`src/rtl/edoseq_pkg.sv`:
```
`timescale 1ns/1ps
package edoseq_pkg;

  localparam int CntW = 5;

  typedef enum logic [2:0] {
    PH_IDLE, PH_TURN, PH_PRECH, PH_RCD, PH_CAS, PH_HOLD, PH_DONE
  } phase_t;

  typedef struct packed {
    logic [2:0] rcd;
    logic       traceDly;
    logic [2:0] casW;
    logic [2:0] rasPre;
    logic [2:0] rasHold;
    logic [1:0] turn;
  } timing_t;

  typedef struct packed {
    logic   accept;
    logic   load;
    phase_t loadPhase;
    logic   dec;
    logic   selCol;
  } strobe_t;

  function automatic logic [CntW-1:0] rcdClocks(input logic [2:0] code, input logic td);
    logic [CntW-1:0] r;
    case (code)
      3'd0: r = CntW'(13);
      3'd1: r = CntW'(17);
      3'd2: r = td ? CntW'(20) : CntW'(19);
      3'd3: r = td ? CntW'(11) : CntW'(12);
      3'd4: r = td ? CntW'(19) : CntW'(18);
      3'd5: r = CntW'(14);
      3'd6: r = CntW'(15);
      default: r = CntW'(20);
    endcase
    return r;
  endfunction

  function automatic logic [CntW-1:0] casClocks(input logic [2:0] code);
    logic [CntW-1:0] r;
    case (code)
      3'd1: r = CntW'(4);
      3'd2: r = CntW'(5);
      default: r = CntW'(6);
    endcase
    return r;
  endfunction

  function automatic logic [CntW-1:0] rasPreClocks(input logic [2:0] code);
    logic [CntW-1:0] r;
    case (code)
      3'd0: r = CntW'(12);
      3'd1: r = CntW'(13);
      3'd2: r = CntW'(21);
      3'd3: r = CntW'(17);
      3'd4: r = CntW'(19);
      3'd5: r = CntW'(14);
      3'd6: r = CntW'(15);
      default: r = CntW'(16);
    endcase
    return r;
  endfunction

  function automatic logic [CntW-1:0] holdClocks(input logic [2:0] code);
    return (code == 3'd7) ? CntW'(10) : CntW'(code) + CntW'(4);
  endfunction

  function automatic logic [CntW-1:0] turnClocks(input logic [1:0] code);
    return CntW'(4) - CntW'(code);
  endfunction

  function automatic logic [CntW-1:0] phaseLen(input phase_t ph, input timing_t t);
    logic [CntW-1:0] r;
    case (ph)
      PH_TURN:  r = turnClocks(t.turn);
      PH_PRECH: r = rasPreClocks(t.rasPre);
      PH_RCD:   r = rcdClocks(t.rcd, t.traceDly);
      PH_CAS:   r = casClocks(t.casW);
      PH_HOLD:  r = holdClocks(t.rasHold);
      default:  r = CntW'(1);
    endcase
    return r;
  endfunction

endpackage

```
`src/rtl/edoseq_dp.sv`:
```
`timescale 1ns/1ps
module edoseq_dp
  import edoseq_pkg::*;
#(
  parameter int RowW  = 11,
  parameter int ColW  = 11,
  parameter int AddrW = 11
) (
  input  logic             clk,
  input  logic             rstN,
  input  strobe_t          st,
  input  logic             reqWrite,
  input  logic [RowW-1:0]  reqRow,
  input  logic [ColW-1:0]  reqCol,
  input  timing_t          liveCodes,
  input  logic             portWrite,
  output logic             cntZero,
  output logic             turnNeeded,
  output logic             wrLatched,
  output logic [AddrW-1:0] memAddr
);

  logic [RowW-1:0] rowQ;
  logic [ColW-1:0] colQ;
  logic            wrQ;
  timing_t         codesQ;
  logic            armedQ;
  logic [CntW-1:0] cntQ;
  timing_t         lenSrc;
  logic [CntW-1:0] lenNow;

  always_ff @(posedge clk or negedge rstN) begin
    if (!rstN) begin
      rowQ   <= '0;
      colQ   <= '0;
      wrQ    <= 1'b0;
      codesQ <= '0;
    end else if (st.accept) begin
      rowQ   <= reqRow;
      colQ   <= reqCol;
      wrQ    <= reqWrite;
      codesQ <= liveCodes;
    end
  end

  // a port write arms the turnaround; any accepted request consumes it
  always_ff @(posedge clk or negedge rstN) begin
    if (!rstN)          armedQ <= 1'b0;
    else if (portWrite) armedQ <= 1'b1;
    else if (st.accept) armedQ <= 1'b0;
  end

  assign turnNeeded = armedQ && !reqWrite;

  assign lenSrc = st.accept ? liveCodes : codesQ;
  assign lenNow = phaseLen(st.loadPhase, lenSrc);

  always_ff @(posedge clk or negedge rstN) begin
    if (!rstN)        cntQ <= '0;
    else if (st.load) cntQ <= lenNow - CntW'(1);
    else if (st.dec)  cntQ <= cntQ - CntW'(1);
  end

  assign cntZero   = (cntQ == '0);
  assign wrLatched = wrQ;
  assign memAddr   = st.selCol ? AddrW'(colQ) : AddrW'(rowQ);

endmodule

```
`src/rtl/edoseq_ctrl.sv`:
```
`timescale 1ns/1ps
module edoseq_ctrl
  import edoseq_pkg::*;
(
  input  logic    clk,
  input  logic    rstN,
  input  logic    reqValid,
  input  logic    cntZero,
  input  logic    turnNeeded,
  input  logic    wrLatched,
  output strobe_t st,
  output logic    rasN,
  output logic    casN,
  output logic    weN,
  output logic    addrSel,
  output logic    done
);

  phase_t stateQ, stateD;

  function automatic phase_t succ(input phase_t p);
    phase_t r;
    case (p)
      PH_TURN:  r = PH_PRECH;
      PH_PRECH: r = PH_RCD;
      PH_RCD:   r = PH_CAS;
      PH_CAS:   r = PH_HOLD;
      PH_HOLD:  r = PH_DONE;
      default:  r = PH_IDLE;
    endcase
    return r;
  endfunction

  always_comb begin
    stateD = stateQ;
    st     = '0;
    st.loadPhase = PH_IDLE;
    case (stateQ)
      PH_IDLE: begin
        if (reqValid) begin
          st.accept    = 1'b1;
          st.load      = 1'b1;
          stateD       = turnNeeded ? PH_TURN : PH_PRECH;
          st.loadPhase = stateD;
        end
      end
      PH_DONE: stateD = PH_IDLE;
      default: begin
        if (cntZero) begin
          stateD = succ(stateQ);
          if (stateD != PH_DONE) begin
            st.load      = 1'b1;
            st.loadPhase = stateD;
          end
        end else begin
          st.dec = 1'b1;
        end
      end
    endcase
    st.selCol = (stateQ == PH_CAS) || (stateQ == PH_HOLD);
  end

  always_ff @(posedge clk or negedge rstN) begin
    if (!rstN) stateQ <= PH_IDLE;
    else       stateQ <= stateD;
  end

  assign rasN    = !((stateQ == PH_RCD) || (stateQ == PH_CAS) || (stateQ == PH_HOLD));
  assign casN    = !(stateQ == PH_CAS);
  assign weN     = !(wrLatched && ((stateQ == PH_RCD) || (stateQ == PH_CAS)));
  assign addrSel = st.selCol;
  assign done    = (stateQ == PH_DONE);

endmodule

```
`src/rtl/edoseq_top.sv`:
```
`timescale 1ns/1ps
module edoseq_top
  import edoseq_pkg::*;
#(
  parameter int RowW = 11,
  parameter int ColW = 11,
  localparam int AddrW = (RowW > ColW) ? RowW : ColW
) (
  input  logic             clk,
  input  logic             rstN,
  input  logic             reqValid,
  input  logic             reqWrite,
  input  logic [RowW-1:0]  reqRow,
  input  logic [ColW-1:0]  reqCol,
  input  logic [2:0]       rcdCode,
  input  logic             traceDly,
  input  logic [2:0]       casWidthCode,
  input  logic [2:0]       rasPreCode,
  input  logic [2:0]       rasHoldCode,
  input  logic [1:0]       turnCode,
  input  logic             portWrite,
  output logic             rasN,
  output logic             casN,
  output logic             weN,
  output logic             addrSel,
  output logic [AddrW-1:0] memAddr,
  output logic             done
);

  strobe_t st;
  timing_t liveCodes;
  logic    cntZero, turnNeeded, wrLatched;

  assign liveCodes = '{rcd: rcdCode, traceDly: traceDly, casW: casWidthCode,
                       rasPre: rasPreCode, rasHold: rasHoldCode, turn: turnCode};

  edoseq_ctrl u_ctrl (
    .clk(clk), .rstN(rstN), .reqValid(reqValid), .cntZero(cntZero),
    .turnNeeded(turnNeeded), .wrLatched(wrLatched), .st(st),
    .rasN(rasN), .casN(casN), .weN(weN), .addrSel(addrSel), .done(done)
  );

  edoseq_dp #(.RowW(RowW), .ColW(ColW), .AddrW(AddrW)) u_dp (
    .clk(clk), .rstN(rstN), .st(st), .reqWrite(reqWrite), .reqRow(reqRow),
    .reqCol(reqCol), .liveCodes(liveCodes), .portWrite(portWrite),
    .cntZero(cntZero), .turnNeeded(turnNeeded), .wrLatched(wrLatched),
    .memAddr(memAddr)
  );

endmodule

```
`config.mk`:
```
export PLATFORM = sky130hd
export DESIGN_NAME = edoseq_top
export DESIGN_NICKNAME = d
export VERILOG_FILES = /design/src/rtl/edoseq_pkg.sv /design/src/rtl/edoseq_dp.sv /design/src/rtl/edoseq_ctrl.sv /design/src/rtl/edoseq_top.sv
export SDC_FILE = /design/constraint.sdc
export NUM_CORES = 1
export LEC_CHECK = 0
export ABC_AREA = 1
export BUFFER_PORTS_ARGS = -buffer_cell sky130_fd_sc_hd__buf_2
export CAP_MARGIN = 30
export CELL_PAD_IN_SITES_DETAIL_PLACEMENT = 0
export CELL_PAD_IN_SITES_GLOBAL_PLACEMENT = 2
export CORE_MARGIN = 2
export CORE_UTILIZATION = 34
export CTS_BUF_LIST = sky130_fd_sc_hd__clkbuf_8
export DETAILED_ROUTE_END_ITERATION = 12
export GPL_TIMING_DRIVEN = 0
export PLACE_DENSITY_LB_ADDON = 0.1
export SYNTH_ARGS = -nofsm -noshare
export SYNTH_HDL_FRONTEND = slang
export SYNTH_SLANG_ARGS = --single-unit
```
`constraint.sdc`:
```
create_clock -name clk -period 4.8 [get_ports clk]
set_clock_uncertainty 0.1 [all_clocks]
set_input_delay 0.96 -clock clk [delete_from_list [all_inputs] [get_ports clk]]
set_output_delay 0.96 -clock clk [all_outputs]
set_load 0.005 [all_outputs]
```
==> impl_metrics.tcl <==
set metrics [dict create \
    rows 33 \
    fin_crit_sh 0.652 \
    peakVddDrop_uv 212 \
    reg2reg_from "u_ctrl.stateQ[0]" \
    grt_pass1_wl_um 12700 \
    area_delta_synth_final_pct 18.3 \
    max_stage_delay_ns 0.40 \
    worst_setup_path_end_kind "primary output" \
    htreeDepth 2 \
    drt_iter0_drc 127 \
    synth_top_area_frac 0.413 \
    fin_cells 577 \
    synth_top_cell_by_area "dfrtp_1" \
    crit_type "reg -> out" \
    p_int_uw 1130 \
    postSynthAreaPerCell_sq_um 6.99 \
    ys_seq_area_frac 0.413 \
    final_cell_mix "nand2_1 (160), buf_2 (59), inv_1 (56)" \
    gp_congestion 0.796 \
    setup_viol 0 \
    placedCellCount 569 \
    track_usage 0.181 \
    crit_start "u_ctrl.stateQ[0]" \
    io_buffers 56 \
    cts.path.max_buffers 2 \
    initial_core_util 0.348 \
    ios 58 \
    period_needed_ns 3.13 \
    cts_tree "done" \
    root_buffer "clkbuf_8" \
    grt_max_degree 31 \
    ys_warn_count 0 \
    final_hold_viol_count 0 \
    layout_commonest_cell "nand2_1" \
    min-delay-start "u_dp.colQ[0]" \
    drtPass1Iterations 4 \
    hold_buffers 0 \
    core_area_sq_um 8180 \
    max_slew_margin 0.672 \
    cts.repair.resized 0 \
    dieArea_sq_um 9120 \
    cp_common_cell "nand2_1" \
    report.final.slew_viol_count 0 \
    dr_total_vias 2717 \
    grt_pass1_vias 2646 \
    p_switching_uw 1050 \
    p_per_area_nw_per_um2 649 \
    seqPwrFrac 0.307 \
    die_width_um 95.5 \
    yosysUniqueCellTypes 31 \
    whs_ns 0.388 \
    drive_gt1_frac 0.210 \
    antenna_found_initial 0 \
    viasPerCell 4.71 \
    worstSetupStartpointType "register" \
    cts_setup_buffers 0 \
    fin_nets 515 \
    rsz0062_at_grt "no" \
    cpMaxStageDelayCell "clkbuf_1" \
    status "finished clean" \
    mappedNetlistArea_sq_um 2850 \
    design_area_sq_um 3370 \
    wl_um 7630 \
    arrival_ns 2.07 \
    place.detailed.hpwl_um 5810 \
    synth-seq-cells 47 \
    syn-num-nets 451 \
    maxCapViolCount 0 \
    wl_per_cell_um 13.2 \
    tns_ns 0 \
    path_cells "buf_6 > nor2_8 > nand2_1 > nand2_1 > clkbuf_1 > nand2_1 > o21ai_0 > buf_2" \
    fillers 896 \
    cp_top_family "buffers and inverters" \
    fmax_ghz 0.320 \
    drc 0 \
    clk_pin_slew_worst_paths_ns 0.10 \
    cp.required_ns 3.74 \
    die_y_um 95.5 \
    antenna_left 0 \
    leakagePower_uw 0.00186 \
    cts.sinks 47 \
    clk-insertion-delay-late_ns 0.30 \
    cts_buffers 5 \
    synthTopCellsByArea "dfrtp_1 (41%), nand2_1 (21%), inv_1 (7.3%), o21ai_0 (5.5%), nand4_1 (4.2%)" \
    clkPwrFrac 0.115 \
    grt-ovfl-total 0 \
    syn_inst 407 \
    post_dp_cell_area_sq_um 3280 \
    pre_cts_ws_ns 1.38 \
    critPathBufInv 3 \
    netSwitchingFraction 0.481 \
    antenna_cells 0 \
    worst_pin_slew_ns 0.493 \
    path_max_fanout 10 \
    layout_setup_ws_ns 1.67 \
    combPwrFrac 0.578 \
    hold_path.class "reg -> reg" \
]
[power groups by stage]
stage                     Clock, uW  Combinational, uW  Sequential (uW)
after detailed placement          0               1270              680
after floorplan                   0                907              656
after CTS                       262               1280              672
after global routing            279               1470              687
after global placement            0               1260              674
final                           250               1260              671
[worst min-delay path, delay by kind of cell, from the launching register on]
kind | cells | cell delay, ns
and+or+nand+nor | 2 | 0.10
DFF | 1 | 0.36
[layout make-up]
class                      count  area, sq um  area share
tap                          105          131      0.0390
multi-input combinational    288         1350       0.402
timing repair buffer          57          300      0.0892
clock buffer                   5         68.8      0.0204
clock inverter                 3         20.0     0.00595
sequential                    47         1180       0.349
inverter                      57          214      0.0636
buffer                        15          103      0.0305
[path summary, 6_finish.rpt]
| path | to | slack, ns | cells past startpoint |
|---|---|---|---|
| max | memAddr[4] | 1.67 | 8 |
| min | u_dp.colQ[0] | 0.39 | 2 |
| max reg2reg | u_dp.cntQ[4] | 1.87 | 18 |
| min reg2reg | u_dp.colQ[0] | 0.39 | 2 |
| max in group asynchronous | u_dp.cntQ[4] | 3.57 | 2 |
| min in group asynchronous | u_dp.rowQ[3] | 0.50 | 1 |
[stage by stage]
step                       util  power [uW]
after floorplan               -        1560
after global placement    0.398        1930
after detailed placement  0.401        1950
after CTS                 0.412        2220
after global routing      0.412        2430
final                     0.412        2180
[synth_stat cells, drive strengths merged]
cell and number:
inv 57, nand2 170, nand4 19, buf 10, nor2 22, dfrtp 47
o21ai 35, clkbuf 5, a31oi 1, o211ai 1, or2 2, nor3 2
o21bai 2, nand3 26, ha 2, a21oi 6
[cells by family after synthesis]
family	after synthesis	share of synthesized area
AOI/OAI and AO/OA	45	0.0902
DFF	47	0.413
adders and majority gates	2	0.00879
buffers and inverters	72	0.111
and+or+nand+nor	241	0.376
[registers in the layout, summed over array words and instances (netlist names)]
| register | cells |
|---|---|
| u_dp.codesQ | 15 |
| u_dp.cntQ | 5 |
| u_dp.wrLatched | 1 |
| u_dp.rowQ | 11 |
| u_dp.colQ | 11 |
| u_dp.armedQ | 1 |
| u_ctrl.stateQ | 3 |
[per-layer routing]
layer | share of wire | vias to the layer above | GRT usage
met5 | 0 | - | 0
met4 | 0.0080 | 0 | 0.0381
met3 | 0.043 | 5 | 0.0324
met2 | 0.45 | 55 | 0.290
met1 | 0.50 | 1251 | 0.256
li1 | - | 1406 | -
Power figures use the tool's default switching activity.
